[src/rtl/periodic_irq_gen.sv]
module periodic_irq_gen #(
  parameter int CNT_W       = 16,
  parameter int RATE_W      = 4,
  parameter int REMAP_LIMIT = 2,
  parameter int REMAP_ADD   = 7
) (
  input  logic              clk,
  input  logic              rst,
  input  logic              tick,
  input  logic [RATE_W-1:0] rate_code,
  input  logic              pie,
  input  logic              sqwe,
  input  logic              flag_clr,
  output logic              per_evt,
  output logic              sqw_pulse,
  output logic              irq,
  output logic [7:0]        status
);

  localparam logic [RATE_W:0] ADD_V = (RATE_W+1)'(REMAP_ADD);
  localparam logic [RATE_W:0] LIM_V = (RATE_W+1)'(REMAP_LIMIT);

  logic [CNT_W-1:0] cnt, cnt_nx, mask;
  logic [RATE_W:0]  code_w, eff;
  logic             active, hit, irqf, pf;

  assign code_w = {1'b0, rate_code};
  assign eff    = (code_w != '0 && code_w <= LIM_V) ? code_w + ADD_V : code_w;
  assign active = (rate_code != '0) && (pie || sqwe);
  assign cnt_nx = cnt + CNT_W'(1);

  always_comb begin
    for (int i = 0; i < CNT_W; i++)
      mask[i] = (i < int'(eff) - 1);
  end

  assign hit = tick && active && ((cnt_nx & mask) == '0);

  always_ff @(posedge clk) begin
    if (rst) begin
      cnt       <= '0;
      per_evt   <= 1'b0;
      sqw_pulse <= 1'b0;
      irqf      <= 1'b0;
      pf        <= 1'b0;
    end else begin
      if (tick) cnt <= cnt_nx;
      per_evt   <= hit && pie;
      sqw_pulse <= hit && sqwe;
      if (hit && pie) begin
        irqf <= 1'b1;
        pf   <= 1'b1;
      end else if (flag_clr) begin
        irqf <= 1'b0;
        pf   <= 1'b0;
      end
    end
  end

  assign status = {irqf, pf, 6'b0};
  assign irq    = irqf;


  reset_clear_chk: assert property (@(posedge clk) disable iff (rst)
    $past(rst) |-> (cnt == '0 && !per_evt && !sqw_pulse && status == 8'h00));


  off_silent_chk: assert property (@(posedge clk) disable iff (rst)
    (rate_code == '0) |=> (!per_evt && !sqw_pulse));


  no_enable_chk: assert property (@(posedge clk) disable iff (rst)
    (!pie && !sqwe) |=> (!per_evt && !sqw_pulse));


  evt_align_chk: assert property (@(posedge clk) disable iff (rst)
    (per_evt || sqw_pulse) |-> ((cnt & $past(mask)) == '0));


  evt_single_chk: assert property (@(posedge clk) disable iff (rst)
    per_evt |=> !per_evt);


  flag_hold_chk: assert property (@(posedge clk) disable iff (rst)
    (status[6] && !flag_clr) |=> status[6]);


  sqw_single_chk: assert property (@(posedge clk) disable iff (rst)
    sqw_pulse |=> !sqw_pulse);

endmodule

[config.mk]
export PLATFORM = sky130hd
export DESIGN_NAME = periodic_irq_gen
export DESIGN_NICKNAME = d
export VERILOG_FILES = /design/src/rtl/periodic_irq_gen.sv
export SDC_FILE = /design/constraint.sdc
export NUM_CORES = 1
export LEC_CHECK = 0
export BUFFER_PORTS_ARGS = -buffer_cell sky130_fd_sc_hd__buf_2
export CAP_MARGIN = 20
export CORE_ASPECT_RATIO = 1.5
export CORE_UTILIZATION = 50
export DETAILED_ROUTE_END_ITERATION = 16
export PLACE_DENSITY = 0.79
export SLEW_MARGIN = 20
export SYNTH_ARGS = -nofsm -noshare
export SYNTH_HDL_FRONTEND = slang
export SYNTH_SLANG_ARGS = --single-unit
[constraint.sdc]
create_clock -name clk -period 3.34 [get_ports clk]
set_input_delay 0.835 -clock clk [delete_from_list [all_inputs] [get_ports clk]]
set_output_delay 0.835 -clock clk [all_outputs]
set_load 0.02 [all_outputs]
==> metrics, run 1 <==
status=finished clean; FF-to-FF End=pf$_SDFFE_PP0P_; crit share post-route=91.55%; mapped cell area=1734 um^2; GR Util All Layers=20.31%; critical path class=in -> reg; maxcap violations=0; hold buffer count at cts=0; WP data required=3.51 ns; Unique masters post-synth=57; post-route setup slack=0.2821 ns; port buffer count=14; #FFs+latches synth=19; worst path buffer plus inverter count=2; most frequent cells after synthesis=nor2_1 (24), dfxtp_1 (19), nand2_1 (17), buf_4 (15), xor2_1 (15); Mean Syn Cell Area=8.029 um^2; Primary FF master, synth=dfxtp_1; # setup viols final=0; Post-Synthesis Cells=216; vias in the first global route=1350; # rows=25; Yosys warnings=0; PnR Total Power=0.0004968 W; Post-Layout Inst Area=1758 um^2; core footprint=3222 um^2; fmax=327.0 MHz; CTS tree=yes; Synth top area share=21.93%; most used cell, CP=ha_1; layout cells sized above 1=14.75%; CP Capture Type=register; Slowest cell on crit path=ha_1; post-route ant nets=0; total number of vias=1487; Initial DRC Count=41; post-CTS setup buffer count=0; via/cell ratio=5.786; CP Data Arrival Time=3.23 ns; Synth area leader=dfxtp_1; CTS Buf Count=3; critical path, cell by cell=buf_2 -> inv_1 -> ha_1 -> nor3_4 -> o21ai_0 -> xnor2_1 -> ha_1 -> xor2_1 -> and2_1 -> mux2i_1 -> nand2_1 -> a211oi_1 -> o21ai_1 -> o31ai_1; critical hold path startpoint=pf$_SDFFE_PP0P_; pre-CTS setup slack=0.02506 ns; pwr/cell area=282.6 nW/um^2; worst min-delay path category=reg -> reg; reg2reg setup slack=0.69 ns; cts repair resizes=0; global-route wire length before repair=5851 um; post-DP HPWL=2653 um; Worst IR Drop VDD=221.1 uV; DIE HEIGHT=74.13 um; initial antenna violation count=0; crit path max fanout=5; DRC=0; most common cell in the netlist=nor2_1; synthesis-to-layout area growth=1.371%; n_diodes=0; clock buffer depth=2; Synth area leaders=dfxtp_1 (22%), xor2_1 (7.6%), xnor2_1 (7.1%), buf_4 (6.5%), nor2_1 (5.2%); Worst-path clk slew=0.08 ns; clock skew=0.005103 ns; Hold EP=pf$_SDFFE_PP0P_; pin count of the biggest net entering global routing=19; Final min period=3.058 ns; final hold vios=0; TritonCTS Sinks=19; post-place instance area=1712 um^2; worst-skew pair later-pin latency=0.26 ns; Pleak=0.6762 nW; Hold Path Depth=2; Layout Nets=234; Total Wirelength=3436 um; Die ar.=3713 um^2; max incr delay on CP=0.28 ns; Slew Viols, Final=0; GP Congestion=0.9575; I/O pin cnt=21; DIE WIDTH=50.09 um; FILL cells=302; CP Launch Type=primary input; Setup TNS=0 ns; Wirelength per Cell=13.37 um; First-pass DRT Iterations=4; Core Util, Final=54.56%; unrepaired setup endpoints after global routing=false; root buf cell=clkbuf_8; critical path's top delay family=compound AO/OA/AOI/OAI gates; initial core utilization=53.83%; ys async rst share=0%; GR Overflow Total=0; H-tree depth=1; r2r startpoint=cnt[0]$_SDFFE_PP0P_; sequential share of the synthesized area=21.93%; cells on worst reg2reg path=8; number of synthesized flops with an enable pin=0
worst reg2reg max path: cells and delay by family, from the launching register on:
family / cells / cell delay (ns)
adders and majority gates: 1 / 0.39
AOI/OAI and AO/OA: 4 / 0.65
DFF: 1 / 0.48
xor gates and xnor gates: 1 / 0.15
and+or+nand+nor: 2 / 0.91
per-layer routing:
layer	part of all wire (%)	GRT usage [%]
met5	0	0
met4	2.2	8.889
met3	3.6	2.863
met2	53	38.37
met1	42	22.04
cell type report:
cell class,count,area [um^2],share of cell area (%)
multi-input cells,169,1159,65.91
flip-flops and latches,19,380.4,21.64
repair buffers,17,92.59,5.267
well taps,40,50.05,2.847
clock buffers,3,41.29,2.349
inverters,8,30.03,1.708
clock inverters,1,5.005,0.2847
report_power, final:
group	leakage, nW	switching (W)	internal [W]
Sequential	0.153	0.00000550	0.000230
Combinational	0.497	0.0000591	0.0000385
Clock	0.0255	0.0000807	0.0000830
how the worst max path moves through the flow:
stage	from	endpoint	slack, ns	depth (start not counted)
final	rate_code[0]	pf$_SDFFE_PP0P_	0.28	14
after CTS	rate_code[0]	pf$_SDFFE_PP0P_	0.29	14
after global placement	rate_code[0]	sqw_pulse$_SDFF_PP0_	0.11	11
after global routing	rate_code[0]	pf$_SDFFE_PP0P_	0.03	14
after detailed placement	rate_code[0]	pf$_SDFFE_PP0P_	0.03	14
after floorplan	rate_code[0]	pf$_SDFFE_PP0P_	0.34	13
layout by cell type, fill, tap and decap left out, types with 6 or more instances in the layout:
cell type	instances
xnor2_1	14
dfxtp_1	19
buf_2	14
ha_1	6
conb_1	6
xor2_1	15
nand2_1	17
nand3_1	9
inv_1	8
nor2_1	24
nor3_1	6
state kept, by name, summed over array words and instances (netlist names):
signal	flops
pf	1
per_evt	1
cnt	16
sqw_pulse	1
cells by family after synthesis:
logic type / after synthesis / synth area share, %
AO/OA/AOI/OAI: 32 / 15.30
XOR/XNOR: 29 / 14.65
other: 1 / 0.2162
adder cells (fa/ha/maj): 6 / 4.329
multiplexers: 4 / 2.309
buffers and inverters: 33 / 12.34
AND/OR/NAND/NOR: 92 / 28.93
flip-flops: 19 / 21.93
stage by stage:
stage / std cells / hold WS [ns]
final: 257 / 0.4954
after global routing: 257 / 0.5317
after CTS: 257 / 0.5010
after detailed placement: 253 / 0.4894
after global placement: 253 / 0.4844
after floorplan: 221 / 0.4984
(Power assumes the default switching activity.)
==> run 2, diff against run 1 <==
CORE_MARGIN = 4   (was unset)
PLACE_DENSITY = 0.82   (was 0.79)
clock period = 2.7 ns   (was 3.34 ns; I/O delays follow)
==> run 2 against run 1 <==
Net effect:
- the run now ends with setup timing left
- register-to-register slack got worse by 0.45 ns
- sequential cell count unchanged
- routed wire length increased by 23%
- cell area increased by 17%
- clock skew decreased by 0.00097 ns
- global-route usage decreased by 1.3 points
- sequential power increased by 23%
- largest cell class unchanged
- largest power group unchanged
==> metrics, run 2 (synthesis results as in run 1) <==
Slew Viols, Final=0; Wirelength per Cell=15.25 um; port buffer count=14; core footprint=3253 um^2; Worst IR Drop VDD=272.6 uV; root buf cell=clkbuf_8; n_diodes=0; H-tree depth=1; Die ar.=4494 um^2; global-route wire length before repair=6913 um; WP data required=2.88 ns; DIE WIDTH=56.09 um; most used cell, CP=o21ai_2; pin count of the biggest net entering global routing=19; crit path max fanout=4; DIE HEIGHT=80.13 um; critical path class=in -> reg; layout cells sized above 1=30.25%; final hold vios=0; DRC=0; worst-skew pair later-pin latency=0.26 ns; Layout Nets=255; critical path, cell by cell=buf_6 -> buf_4 -> ha_1 -> o21ai_2 -> xnor2_2 -> ha_2 -> xnor2_1 -> nor2_1 -> mux2i_1 -> nand2_1 -> a211oi_2 -> o21ai_2 -> o31ai_2; most common cell after layout, fill and taps aside=nor2_1; maxcap violations=0; First-pass DRT Iterations=4; # setup viols final=3; max reg flops=16; final std cells w/o fill=278; Pleak=0.8028 nW; most frequent cells in the layout=nor2_1 (24), buf_4 (23), dfxtp_1 (19); post-DP HPWL=3066 um; Biggest register=cnt; CP Capture Type=register; PnR Total Power=0.0006781 W; placed cells=272; via/cell ratio=5.712; Worst-path clk slew=0.07 ns; hold buffer count at cts=0; initial core utilization=53.31%; unrepaired setup endpoints after global routing=true; clock buffer depth=2; total number of vias=1588; max incr delay on CP=0.28 ns; synthesis-to-layout area growth=18.61%; I/O pin cnt=21; post-route ant nets=0; clock skew=0.004129 ns; GR Util All Layers=18.96%; vias in the first global route=1584; TritonCTS Sinks=19; initial antenna violation count=0; worst min-delay path category=reg -> reg; Core Util, Final=63.23%; CP Launch Type=primary input; Final min period=2.804 ns; pre-CTS setup slack=-0.4019 ns; Initial DRC Count=76; # rows=25; Total Wirelength=4240 um; pwr/cell area=329.6 nW/um^2; Slowest cell on crit path=mux2i_1; crit share post-route=103.8%; GR Overflow Total=0; CTS tree=yes; CP Data Arrival Time=2.98 ns; status=complete, but fails checks; GP Congestion=0.8925; CTS Buf Count=3; failing checks=setup timing; fmax=356.7 MHz; post-route setup slack=-0.1037 ns
## run 2: final cells by class
type,instances,area (um^2)
tap,40,50.05
sequential,19,380.4
inverter,8,35.03
clock buffer,3,41.29
multi-input combinational,169,1279
fill,273,1196
timing repair buffer,38,266.5
clock inverter,1,5.005
## run 2: metrics by stage
stage	hold slack, ns	TNS [ns]	cell area (um^2)
2_1_floorplan	0.4984	-0.02656	1773
3_3_place_gp	0.4745	-0.7450	1874
3_5_place_dp	0.4971	-1.074	1874
4_1_cts	0.5077	0	1962
5_1_grt	0.5556	-0.5592	2057
6_report	0.5031	-0.1740	2057
## run 2: layer usage
layer / vias to the layer above / GRT usage [%] / part of all wire [%]
li1: 784 / - / -
met2: 42 / 35.60 / 54
met3: 16 / 1.608 / 3.3
met5: - / 0 / 0
met1: 746 / 20.67 / 39
met4: 0 / 10.21 / 4.1
## run 2: path summary, 6_finish.rpt
path,from,to,slack (ns),depth (start not counted)
worst min register to register,pf$_SDFFE_PP0P_,pf$_SDFFE_PP0P_,0.50,2
worst min-delay path,pf$_SDFFE_PP0P_,pf$_SDFFE_PP0P_,0.50,2
worst max-delay path,rate_code[1],pf$_SDFFE_PP0P_,-0.10,13
worst max register to register,cnt[3]$_SDFFE_PP0P_,pf$_SDFFE_PP0P_,0.24,7
## run 2: critical path, delay by kind of cell
| kind | cells | cell delay, ns |
|---|---|---|
| adder cells (fa/ha/maj) | 2 | 0.47 |
| buffers and inverters | 2 | 0.24 |
| XOR/XNOR | 2 | 0.30 |
| AND/OR/NAND/NOR | 2 | 0.23 |
| AO/OA/AOI/OAI | 4 | 0.78 |
| multiplexers | 1 | 0.28 |
## run 2: repair_timing
item	4_1_cts	5_1_grt
pin swaps	3	4
endpoints found under the setup margin	3	3
cloned	0	0
resized for setup	8	15
setup buffers	1	2
## run 2: power by group
group / internal (W) / leakage [nW] / switching [W]
clock: 0.000103 / 0.0255 / 0.000102
sequential: 0.000285 / 0.153 / 0.00000439
combinational: 0.0000850 / 0.624 / 0.0000995
total: 0.000472 / 0.803 / 0.000206
